<file path="src/rtl/bank_wr_seq.sv">
module bank_wr_seq #(
  parameter int          CLK_MHZ   = 200,
  parameter int          WE_MIN_NS = 728,
  parameter logic [15:0] REG_ADDR  = 16'hFFFF
) (
  input  logic       clk,
  input  logic       rst_n,
  input  logic       req_i,
  input  logic       sel_i,
  input  logic [7:0] bank0_i,
  input  logic [7:0] bank1_i,
  output logic [7:0] addr_hi_o,
  output logic [7:0] ad_o,
  output logic       ad_oe_o,
  output logic       le_o,
  output logic       we_n_o,
  output logic       cs1_n_o,
  output logic       cs2_n_o,
  output logic       done_o
);

  localparam int WE_RAW = (WE_MIN_NS * CLK_MHZ + 999) / 1000;
  localparam int WE_CYC = (WE_RAW < 1) ? 1 : WE_RAW;
  localparam int CW     = $clog2(WE_CYC + 1);

  typedef enum logic [2:0] {
    S_IDLE, S_PRE, S_SEL, S_LAT, S_HLD, S_WR, S_REL
  } st_t;

  st_t           st;
  logic [CW-1:0] cnt;
  logic [7:0]    dat;

  always_ff @(posedge clk or negedge rst_n) begin
    if (!rst_n) begin
      st  <= S_IDLE;
      cnt <= '0;
      dat <= 8'h00;
    end else begin
      case (st)
        S_IDLE: if (req_i) begin
          dat <= sel_i ? bank1_i : bank0_i;
          st  <= S_PRE;
        end
        S_PRE: st <= S_SEL;
        S_SEL: st <= S_LAT;
        S_LAT: st <= S_HLD;
        S_HLD: begin
          cnt <= '0;
          st  <= S_WR;
        end
        S_WR: begin
          if (cnt == CW'(WE_CYC - 1)) st <= S_REL;
          else cnt <= cnt + 1'b1;
        end
        S_REL:   st <= S_IDLE;
        default: st <= S_IDLE;
      endcase
    end
  end

  wire addr_ph = (st == S_LAT) || (st == S_HLD);

  assign cs1_n_o   = (st != S_PRE);
  assign cs2_n_o   = !(addr_ph || st == S_SEL || st == S_WR);
  assign le_o      = (st == S_LAT);
  assign we_n_o    = (st != S_WR);
  assign ad_oe_o   = addr_ph || (st == S_WR);
  assign ad_o      = addr_ph ? REG_ADDR[7:0] : ((st == S_WR) ? dat : 8'h00);
  assign addr_hi_o = (st == S_IDLE) ? 8'h00 : REG_ADDR[15:8];
  assign done_o    = (st == S_REL);

endmodule

</file>
<file path="config.mk">
export PLATFORM = sky130hd
export DESIGN_NAME = bank_wr_seq
export DESIGN_NICKNAME = d
export VERILOG_FILES = /design/src/rtl/bank_wr_seq.sv
export SDC_FILE = /design/constraint.sdc
export NUM_CORES = 1
export LEC_CHECK = 0
export ABC_AREA = 0
export BUFFER_PORTS_ARGS = -buffer_cell sky130_fd_sc_hd__buf_2
export CAP_MARGIN = 5
export CORE_ASPECT_RATIO = 1.4
export CORE_MARGIN = 4
export CORE_UTILIZATION = 33
export CTS_CLUSTER_SIZE = 40
export DETAILED_ROUTE_END_ITERATION = 12
export GPL_TIMING_DRIVEN = 0
export SLEW_MARGIN = 40
export SYNTH_ARGS = -nofsm -noshare
export SYNTH_HDL_FRONTEND = slang
export SYNTH_SLANG_ARGS = --single-unit
</file>
<file path="constraint.sdc">
create_clock -name clk -period 1.85 [get_ports clk]
set_clock_uncertainty 0.2 [all_clocks]
set_input_delay 0.185 -clock clk [delete_from_list [all_inputs] [get_ports clk]]
set_output_delay 0.185 -clock clk [all_outputs]
set_load 0.02 [all_outputs]
</file>
==> impl_results.md <==
- Status: finished, violations left
- Violated checks: setup timing
- Die H: 80.9 µm
- CP delay by family, top: flip-flops
- TritonCTS buffer count: 3
- # nets final: 213
- Yosys warnings: 0
- Routability cong.: 0.813
- Initial antenna violation count: 0
- CP Class: reg2out
- LEAKAGE: 0.000855 µW
- RSZ-0062 raised after global routing: true
- Fin crit share: 101%
- Port Buffer Count: 40
- Max-cap viol count: 0
- Design Area, Final: 1750 µm²
- R2r worst-path depth: 6
- Pwr Density: 1700 nW/µm²
- Synth Register Bits: 19
- Worst flop-to-flop path startpoint: st[1]$_DFFE_PN0P_
- Drt drc: 0
- CTS HTree Levels: 1
- GRT Overall Usage: 14.5%
- Vias per std cell: 5.12
- Area Growth Syn to Fin: 39.8%
- Final Max Tran Viols: 0
- Min-delay worst type: in2reg
- Largest net degree at the start of global routing: 20
- Placed inst area: 1510 µm²
- Cells after DPL: 216
- Cell taking the most area after synthesis: dfrtp_1
- Worst Tran Pin Value: 566 ps
- Vias in the first global route: 1196
- Setup WS post-layout: -26.5 ps
- Fill cells: 349
- Core Area: 3640 µm²
- WL/cell: 14.4 µm
- Worst slew margin: 62.3%
- GRT Residual Overflow: 0
- Antenna Violating Nets Remaining: 0
- Die W: 60.1 µm
- I/O pin total: 42
- Syn_area_per_cell: 9.35 µm²
- Die Area: 4860 µm²
- CP Depth: 4
- Starting DRC count in detailed routing: 22
- Initial core utilization: 34.4%
- Via count: 1178
- Setup crit end: addr_hi_o[6]
- CTS tree: done
- Max stage delay on crit path: 420 ps
- Post-synthesis cell area: 1250 µm²
- Worst path buffer plus inverter count: 3
- Core Util, Final: 48.0%
- Root buffer cell: clkbuf_8
- Min cycle time layout: 1880 ps
- R2R setup slack: 80 ps
- First-pass GRT wire length: 5500 µm
- Final WL: 3320 µm
- DPL Wire Length: 2230 µm
- CP arrival: 1490 ps
- Sequential share of the synthesized area: 38.0%
- Crit. Startpoint: st[1]$_DFFE_PN0P_
- Worst-path fanout max: 5
- Critical-path cell list: buf_6 -> or3_4 -> buf_4 -> buf_6
- Fraction of layout cells with a size suffix above 1: 40.4%
- Largest cells by area after synthesis: dfrtp_1 38%, mux2i_1 7.2%, buf_4 5.4%, nor2b_1 4.5%, o21ai_0 4.4%
- Most frequent CP cell: buf_6
- CP max-delay cell: dfrtp_1
- Hold slack: 22.0 ps
- Achievable Freq: 0.533 GHz
- Peak VDD IR: 1120 µV
- # setup viols final: 5
- Syn nets: 158
- Number of diodes: 0
- CP required: 1460 ps
- Startpoint types: register
- Clock-pin slew on the worst setup and hold paths: 80 ps
- Total clock sinks: 19
- Clk Latency, worst-skew pair: 260 ps
- Reg-to-Reg End: cnt[6]$_DFFE_PN0P_
- Rows: 26
- Crit. End Element: primary output
- Yosys top cell area share: 38.0%
- Cell variety after synth: 37
- Longest Clk Path Bufs: 2
- Drt pass-1 iters: 4
- Final cell count without fillers: 230
- Final setup TNS: -96.2 ps
- Cells after synthesis: 134
- Final Hold Viols: 0
-- stage by stage --
stage	power (µW)	worst slack, ps
after detailed placement	2230	33.1
after global placement	2210	44.5
after global routing	3180	-62.4
after CTS	2820	-24.7
after floorplan	1790	110
final	2980	-26.5
-- cells by family after synthesis --
group | count (synthesis) | share of synthesized area [%]
AOI/OAI and AO/OA | 36 | 18.4
buffers and inverters | 22 | 10.8
muxes | 9 | 7.19
DFF | 19 | 38.0
adders and majority gates | 4 | 4.00
and+or+nand+nor | 44 | 21.7
-- routing by layer --
layer / track usage, % / up-vias / share of wire [%]
met3: 2.38 / 4 / 4.6
met2: 24.4 / 36 / 50
met1: 18.3 / 558 / 44
met5: 0 / - / 0
li1: - / 580 / -
met4: 5.10 / 0 / 1.1
-- sequential cells by signal (all words and copies together), names as in the netlist --
| name | cells |
|---|---|
| cnt | 8 |
| dat | 8 |
| st | 3 |
-- where the power goes --
part / switching [µW] / internal [µW]
registers: 100 / 557
clock network: 148 / 150
logic: 1050 / 981
total: 1300 / 1690
-- synthesized netlist by cell type --
library cell  instances
a21o_1                1
a21oi_1              10
a2bb2oi_1             1
a31oi_1               3
a41o_1                1
a41oi_1               2
and3_1                1
and3b_1               2
and4b_1               1
buf_2                 1
buf_4                 9
buf_6                 2
clkbuf_1              4
dfrtp_1              19
ha_1                  4
inv_1                 5
inv_4                 1
mux2i_1               9
nand2_1               7
nand2b_1              2
nand3_1               2
nand3b_1              2
nand4_1               1
nor2_1               10
nor2b_1               9
nor3_1                1
nor3b_1               1
nor4b_1               1
nor4b_4               1
o211ai_1              2
o211ai_2              2
o21ai_0              11
o21bai_1              1
o22ai_1               1
o2bb2ai_1             1
or3_1                 1
or4_4                 2
-- placed cells by master, fill, tap and decap left out, types with 2 or more instances in the layout --
cell,n
nor2b_1,9
inv_1,5
buf_2,27
nor2_1,10
nand3b_1,3
o211ai_2,2
a31oi_1,3
clkbuf_1,2
o211ai_1,2
nand3_1,2
or4_4,2
ha_1,4
clkbuf_8,3
buf_4,17
a21oi_1,9
dfrtp_1,19
mux2i_1,9
or3_4,2
o21ai_0,3
and3b_1,2
nand2_1,7
buf_6,16
o21ai_1,8
a41oi_1,2
-- cell type report --
cell class | instances | area [µm²] | share of cell area (%)
clock buffers | 3 | 41.3 | 2.36
clock inverters | 1 | 5.00 | 0.286
multi-input cells | 95 | 683 | 39.0
flip-flops and latches | 19 | 475 | 27.2
inverters | 6 | 25.0 | 1.43
well taps | 42 | 52.6 | 3.00
repair buffers | 49 | 333 | 19.0
plain buffers | 15 | 135 | 7.72
-- worst min path at each step --
stage	end	slack, ps	depth (start not counted)	startpoint
global route	dat[1]$_DFFE_PN0P_	30	3	bank1_i[1]
CTS	st[2]$_DFFE_PN0P_	20	2	req_i
floorplan	cnt[0]$_DFFE_PN0P_	-310	0	rst_n
detailed placement	st[1]$_DFFE_PN0P_	-40	1	rst_n
finish	st[2]$_DFFE_PN0P_	20	2	req_i
global placement	st[1]$_DFFE_PN0P_	-40	1	rst_n
-- timing repair --
item / in CTS / in global routing
hold endpoints to repair: 19 / 0
cloned: 3 / 0
pin swaps: 2 / 2
hold buffers: 1 / 0
setup endpoints to repair: 18 / 29
setup buffers: 4 / 3
gates resized for setup: 23 / 22
Note: power is estimated with default switching activity, not from simulation.
